## config.mk

```make
export PLATFORM = sky130hd
export DESIGN_NAME = sysconf_reg
export DESIGN_NICKNAME = d
export VERILOG_FILES = /design/src/rtl/sysconf_pkg.sv /design/src/rtl/sysconf_wo_reg.sv /design/src/rtl/sysconf_stop_seq.sv /design/src/rtl/sysconf_reg.sv
export SDC_FILE = /design/constraint.sdc
export NUM_CORES = 1
export LEC_CHECK = 0
export ABC_AREA = 1
export BUFFER_PORTS_ARGS = -buffer_cell sky130_fd_sc_hd__buf_2
export CAP_MARGIN = 40
export CORE_MARGIN = 3
export CORE_UTILIZATION = 50
export CTS_CLUSTER_SIZE = 8
export DETAILED_ROUTE_END_ITERATION = 8
export PLACE_DENSITY = 0.82
export SETUP_SLACK_MARGIN = 0.02
export SYNTH_ARGS = -nofsm -noshare
export SYNTH_HDL_FRONTEND = slang
export SYNTH_SLANG_ARGS = --single-unit
```

## constraint.sdc

```tcl
create_clock -name clk -period 2.85 [get_ports clk]
set_input_delay 0.57 -clock clk [delete_from_list [all_inputs] [get_ports clk]]
set_output_delay 0.57 -clock clk [all_outputs]
set_load 0.005 [all_outputs]
```

## src/rtl/sysconf_pkg.sv

```systemverilog
// Shared types for the system configuration register.
// Assumes a four-bit configuration field in the low bits of the data bus.
package sysconf_pkg;
    localparam int CFG_W  = 4;
    localparam int PROT_W = 3;   // bits 0..2 are write-once

    typedef struct packed {
        logic rd_vis;    // bit 3
        logic wdog_en;   // bit 2
        logic rec_long;  // bit 1
        logic stop_en;   // bit 0
    } cfg_t;
endpackage

```

## src/rtl/sysconf_wo_reg.sv

```systemverilog
// Configuration storage with a per-bit write-once lock on the protected bits.
// Assumes one-cycle write strobes and a synchronous active-low reset that
// clears the bits and releases the locks.
module sysconf_wo_reg
    import sysconf_pkg::*;
#(
    parameter int              ADDR_W   = 8,
    parameter logic [ADDR_W-1:0] REG_ADDR = 8'h19
) (
    input  logic              clk,
    input  logic              rst_n,
    input  logic [ADDR_W-1:0] addr,
    input  logic [CFG_W-1:0]  wdata,
    input  logic              we,
    output cfg_t              cfg
);
    logic              hit_wr;
    logic [CFG_W-1:0]  bits_q;

    assign hit_wr = we && (addr == REG_ADDR);
    assign cfg    = cfg_t'(bits_q);

    for (genvar i = 0; i < PROT_W; i++) begin : g_prot
        logic lock_q;
        // Capture the first write after reset, then hold until reset.
        always_ff @(posedge clk) begin
            if (!rst_n) begin
                bits_q[i] <= 1'b0;
                lock_q    <= 1'b0;
            end else if (hit_wr && !lock_q) begin
                bits_q[i] <= wdata[i];
                lock_q    <= 1'b1;
            end
        end
    end

    for (genvar j = PROT_W; j < CFG_W; j++) begin : g_free
        // Unprotected bits follow every write.
        always_ff @(posedge clk) begin
            if (!rst_n)      bits_q[j] <= 1'b0;
            else if (hit_wr) bits_q[j] <= wdata[j];
        end
    end
endmodule

```

## src/rtl/sysconf_stop_seq.sv

```systemverilog
// Stop-mode sequencer. A STOP pulse either halts execution or asks for a
// reset. A wake in halt starts a recovery countdown whose length is
// chosen at wake time. Assumes stop_exec and wake are single-cycle pulses.
module sysconf_stop_seq #(
    parameter int REC_SHORT = 1024,
    parameter int REC_LONG  = 4064
) (
    input  logic clk,
    input  logic rst_n,
    input  logic stop_exec,
    input  logic wake,
    input  logic stop_en,
    input  logic rec_long,
    output logic run_en,
    output logic rst_req
);
    localparam int CNT_W = $clog2(REC_LONG + 1);

    typedef enum logic [1:0] {ST_RUN, ST_HALT, ST_RECOV} st_e;
    st_e              st_q;
    logic [CNT_W-1:0] cnt_q;

    assign run_en = (st_q == ST_RUN);

    // Advance the run / halt / recovery state and issue reset requests.
    always_ff @(posedge clk) begin
        if (!rst_n) begin
            st_q    <= ST_RUN;
            cnt_q   <= '0;
            rst_req <= 1'b0;
        end else begin
            rst_req <= 1'b0;
            case (st_q)
                ST_RUN: begin
                    if (stop_exec) begin
                        if (stop_en) st_q    <= ST_HALT;
                        else         rst_req <= 1'b1;
                    end
                end
                ST_HALT: begin
                    if (wake) begin
                        st_q  <= ST_RECOV;
                        cnt_q <= rec_long ? CNT_W'(REC_LONG - 1) : CNT_W'(REC_SHORT - 1);
                    end
                end
                ST_RECOV: begin
                    if (cnt_q == '0) st_q  <= ST_RUN;
                    else             cnt_q <= cnt_q - 1'b1;
                end
                default: st_q <= ST_RUN;
            endcase
        end
    end
endmodule

```

## src/rtl/sysconf_reg.sv

```systemverilog
// Top of the system configuration block. It gives bus access to the
// write-once configuration byte and drives the stop sequencer from it.
// Assumes reads are combinational and writes take effect at the clock edge.
module sysconf_reg
    import sysconf_pkg::*;
#(
    parameter int                ADDR_W    = 8,
    parameter int                DATA_W    = 8,
    parameter logic [ADDR_W-1:0] REG_ADDR  = 8'h19,
    parameter int                REC_SHORT = 1024,
    parameter int                REC_LONG  = 4064
) (
    input  logic              clk,
    input  logic              rst_n,
    input  logic [ADDR_W-1:0] bus_addr,
    input  logic [DATA_W-1:0] bus_wdata,
    input  logic              bus_we,
    output logic [DATA_W-1:0] bus_rdata,
    input  logic              stop_exec,
    input  logic              wake,
    output logic              run_en,
    output logic              rst_req,
    output logic              cfg_stop_en,
    output logic              cfg_rec_long,
    output logic              cfg_wdog_en,
    output logic              cfg_rd_vis
);
    cfg_t cfg;
    logic unused_wdata_hi;

    assign unused_wdata_hi = ^bus_wdata[DATA_W-1:CFG_W];

    sysconf_wo_reg #(.ADDR_W(ADDR_W), .REG_ADDR(REG_ADDR)) u_reg (
        .clk   (clk),
        .rst_n (rst_n),
        .addr  (bus_addr),
        .wdata (bus_wdata[CFG_W-1:0]),
        .we    (bus_we),
        .cfg   (cfg)
    );

    sysconf_stop_seq #(.REC_SHORT(REC_SHORT), .REC_LONG(REC_LONG)) u_stop (
        .clk       (clk),
        .rst_n     (rst_n),
        .stop_exec (stop_exec),
        .wake      (wake),
        .stop_en   (cfg.stop_en),
        .rec_long  (cfg.rec_long),
        .run_en    (run_en),
        .rst_req   (rst_req)
    );

    // Combinational read mux: the register at its address, zero elsewhere.
    always_comb begin
        bus_rdata = '0;
        if (bus_addr == REG_ADDR) bus_rdata[CFG_W-1:0] = cfg;
    end

    assign cfg_stop_en  = cfg.stop_en;
    assign cfg_rec_long = cfg.rec_long;
    assign cfg_wdog_en  = cfg.wdog_en;
    assign cfg_rd_vis   = cfg.rd_vis;
endmodule

```

; Word level (Yosys, flattened, before mapping)
; Cells that the tools add are included.
[totals]
reg_bits = 22
wordCells = 43
[op_classes]
addsub = 1
eq_ne = 8
muxes = 11
n_reduce_logical = 13
[op_table]
columns = operator, count
row1 = $mux W12, 3
row2 = $pmux W12 S2, 1
row3 = $logic_not A12 Y1, 1
row4 = $sub A12 B1 Y12 const B, 1
row5 = $eq A8 B5 Y1 const B, 1
row6 = $mux W2, 4
row7 = $ne A2 B2 Y1 const B, 3
row8 = $pmux W2 S3, 1
row9 = $reduce_and A3 Y1, 2
row10 = $logic_and A1 B1 Y1, 4
row11 = $mux W4, 1
row12 = $ne A2 B1 Y1 const B, 2
row13 = $reduce_and A4 Y1, 1
row14 = $logic_not A1 Y1, 3
row15 = $eq A2 B1 Y1 const B, 1
row16 = $eq A2 B2 Y1 const B, 1
row17 = $logic_not A2 Y1, 1
row18 = $reduce_bool A2 Y1, 1
row19 = $mux W1, 1

; Depth between registers and ports, before layout
[depth]
ltp_word = 3
ltp_mapped = 13

; By module
; A second synthesis with hierarchy kept.
[unflattened]
hier_cells = 216
hier_area_um2 = 1341.3
[by_module_without_submodules]
columns = module, n_inst, cells_each, area_each_um2, seq_area_each_um2
row1 = sysconf_stop_seq, 1, 143, 908.4, 300.3
row2 = sysconf_wo_reg, 1, 48, 319.1, 140.1
row3 = sysconf_reg, 1, 25, 113.9, 0.0

; Least setup slack after synthesis
; Ideal clock, no wire load.
[synth_path]
path_kind = input -> output
startpoint = input bus_addr[5]
endpoint = output bus_rdata[0]
arrival_time_ns = 1.063
setup_slack_ns = 1.217
path_stages = 5
n_path_buf = 0
cell_sequence = nor2_1 > nand3_1 > nor2_1 > inv_1 > nor2_1
[synth_via]
elab_chain_len = 2
[synth_lines]
columns = element, line
row1 = from (decl), sysconf_reg.sv:15  ; input logic [ADDR_W-1:0] bus_addr,
row2 = $eq A8 B5 Y1, sysconf_reg.sv:56  ; if (bus_addr == REG_ADDR) bus_rdata[CFG_W-1:0] = cfg;
row3 = $mux W4, sysconf_reg.sv:56
row4 = to (decl), sysconf_reg.sv:18  ; output logic [DATA_W-1:0] bus_rdata,
; Every way passes these cells.

; Worst setup path in the final report
[layout_path]
startpoint = input bus_addr[5]
endpoint = output bus_rdata[1]
; Same word-level chain as after synthesis.

==> metrics.md <==
| Metric | Value |
|---|---|
| Reg clk slew, reported paths | `0.13 ns` |
| Syn Std Cell Area | `0.00123 mm²` |
| Unrepaired setup endpoints after global routing | `no` |
| Status | `complete, no violations` |
| Static Leakage | `0.691 nW` |
| Mapped Cells | `188` |
| Req. time, crit path | `2.28 ns` |
| Share of cells above drive strength 1 | `19.1%` |
| Max-slew violations | `0` |
| Clock buffer depth | `2` |
| Worst setup EP type | `output pin` |
| Pwr Density | `407 mW/mm²` |
| Post_cts resized | `0` |
| First-pass GRT wire length | `4370 µm` |
| DR iter-0 viols | `32` |
| CTS Root Cell | `clkbuf_4` |
| Final min period | `1.89 ns` |
| Number of buffers created by CTS | `3` |
| Layout Nets | `roughly 240` |
| Placer congestion estimate | `a little under 0.9` |
| Post-synth top cells | `34 x nand2_1, 33 x nor2_1, 25 x nand3_1` |
| Critical path cell sequence | `buf_2 -> nor2_1 -> nand3_1 -> nor2_1 -> inv_1 -> nor2_1 -> buf_2` |
| Critical path type | `in -> out` |
| Period utilization | `66.4%` |
| Highest-delay cell along the critical path | `nor2_1` |
| Drc violations | `0` |
| Row count | `17` |
| Synth top area share | `between 30% and 40%` |
| Clock latency on the worst-skew pair | `between 0.3 and 0.4 ns` |
| Placed insts | `roughly 240` |
| Distinct cell type count after synthesis | `24` |
| Total track usage | `~17%` |
| Clk sinks | `22` |
| Startpoint Class | `primary input` |
| Power, Total | `0.577 mW` |
| Total core area | `around 0.0023 mm²` |
| Mean post-synth cell area | `6.56 µm²` |
| Ranking of synthesized cells by area | `dfxtp_1 36%, nand2_1 10%, nand3_1 10%, nor2_1 10%, a21oi_1 6.1%` |
| CTS H-tree depth | `1` |
| Via-to-Cell Ratio | `4.98` |
| CTS Hold Bufs | `0` |
| Total gr overflow | `0` |
| Max_cap viols | `0` |
| Crit path DAT | `1.32 ns` |
| Detail Route Antenna Nets | `0` |
| Vias in the first global route | `1081` |
| DP HPWL | `1880 µm` |
| Hold Vio Cnt, Final | `0` |
| Skew final | `0.00285 ns` |
| Crit-path most repeated cell | `nor2_1` |
| Drt total wl | `between 2000 and 3000 µm` |
| Primary FF master, synth | `dfxtp_1` |
| Post-synthesis sequential area ratio | `a little over a third` |
| Port Buf Inserts | `26` |
| Die height | `55.7 µm` |
| Yosys reg bits | `22` |
| Fin cells | `243` |
| Pin count of the biggest net entering global routing | `15` |
| 1st-pass router iterations | `4` |
| Die area | `a little over 0.003 mm²` |
| Final setup TNS | `0 ns` |
| F_max | `~530 MHz` |
| Die W | `55.7 µm` |
| Post-synth ARST share | `0%` |
| Most frequent cell after synthesis | `nand2_1` |
| Area leader, netlist | `dfxtp_1` |
| IO Pins | `35` |
| Initial Util | `54.2%` |
| Area delta synth->final | `15.0%` |
| Post-synth EDFFs | `0` |
| CTS tree | `built` |
| Antenna diodes | `0` |
| Finish-stage setup viols | `0` |
| CP max FO | `4` |
| Postcts setup bufs | `0` |
| CP peak stage delay | `0.17 ns` |
| VDD IR max | `0.000320 V` |
| Vias | `1209` |
| HP Class | `reg -> reg` |
| Yosys warns | `0` |
| Avg WL per Cell | `around 10 µm` |
| Initial antenna violation count | `0` |
## worst max-delay path: cells and delay by family
family | cells | cell delay, ns
AND/OR/NAND/NOR | 4 | 0.44
buffers and inverters | 3 | 0.33
## flip-flops by register name (all words and copies together), names as in the netlist
signal and cells:
u_stop.cnt_q 12, u_reg.cfg 4, u_reg.g_prot.lock_q 3, u_stop.st_q 2, u_stop.rst_req 1
## cell type report
class	instances	area, µm²
fillers	222	857
well taps	28	35.0
multi-input cells	140	671
repair buffers	27	138
flip-flops and latches	22	440
clock buffers	3	22.5
inverters	22	82.6
clock inverters	1	30.0
## placed cells by master, fill, tap and decap left out, drive strengths merged, types with 2 or more instances in the layout
cell,netlist,final
nor2,35,35
dfxtp,22,22
nand4,2,2
inv,20,20
nand2,37,37
ha,2,2
nand3,26,26
nor3,2,2
o21ai,9,9
buf,7,27
conb,1,4
clkbuf,0,3
or2,3,3
nand3b,2,2
o21a,2,2
clkinv,2,2
a21oi,15,15
## final timing paths
path	from	end	slack [ns]	cells after the start
worst max-delay path	bus_addr[5]	bus_rdata[1]	0.96	7
worst min-delay path	u_reg.cfg[2]$_SDFFE_PN0P_	u_reg.cfg[2]$_SDFFE_PN0P_	0.47	2
worst max register to register	u_stop.cnt_q[0]$_SDFFE_PN0P_	u_stop.cnt_q[11]$_SDFFE_PN0P_	1.19	12
worst min register to register	u_reg.cfg[2]$_SDFFE_PN0P_	u_reg.cfg[2]$_SDFFE_PN0P_	0.47	2
## per-stage QoR
| step | hold WS [ns] | worst slack, ns | util [%] | instance area (µm²) |
|---|---|---|---|---|
| after floorplan | 0.436 | 1.22 | - | 1240 |
| after global placement | 0.453 | 0.972 | 60.0 | 1370 |
| after detailed placement | 0.456 | 0.967 | 60.0 | 1370 |
| after CTS | 0.475 | 0.955 | 62.3 | 1420 |
| after global routing | 0.485 | 0.823 | 62.3 | 1420 |
| final | 0.471 | 0.958 | 62.3 | 1420 |
## routing by layer
| layer | share of wire (%) | track usage [%] |
|---|---|---|
| met3 | 5.1 | 2.09 |
| met5 | 0 | 0 |
| met4 | 0.82 | 4.17 |
| met2 | 45 | 30.2 |
| met1 | 49 | 21.1 |
## cell families (layout without fill, tap and decap cells)
| logic type | after synthesis | in the layout | synth area share, % |
|---|---|---|---|
| simple gates | 107 | 107 | 39.2 |
| fa+ha+maj | 2 | 2 | 2.03 |
| flops | 22 | 22 | 35.7 |
| buf+inv | 29 | 53 | 10.9 |
| other cells | 1 | 4 | 0.304 |
| compound gates | 27 | 27 | 11.9 |
## power breakdown
group	switching [mW]	internal [mW]
Combinational	0.0130	0.0112
Sequential	0.000440	0.309
Clock	0.102	0.142
Power figures use the tool's default switching activity.
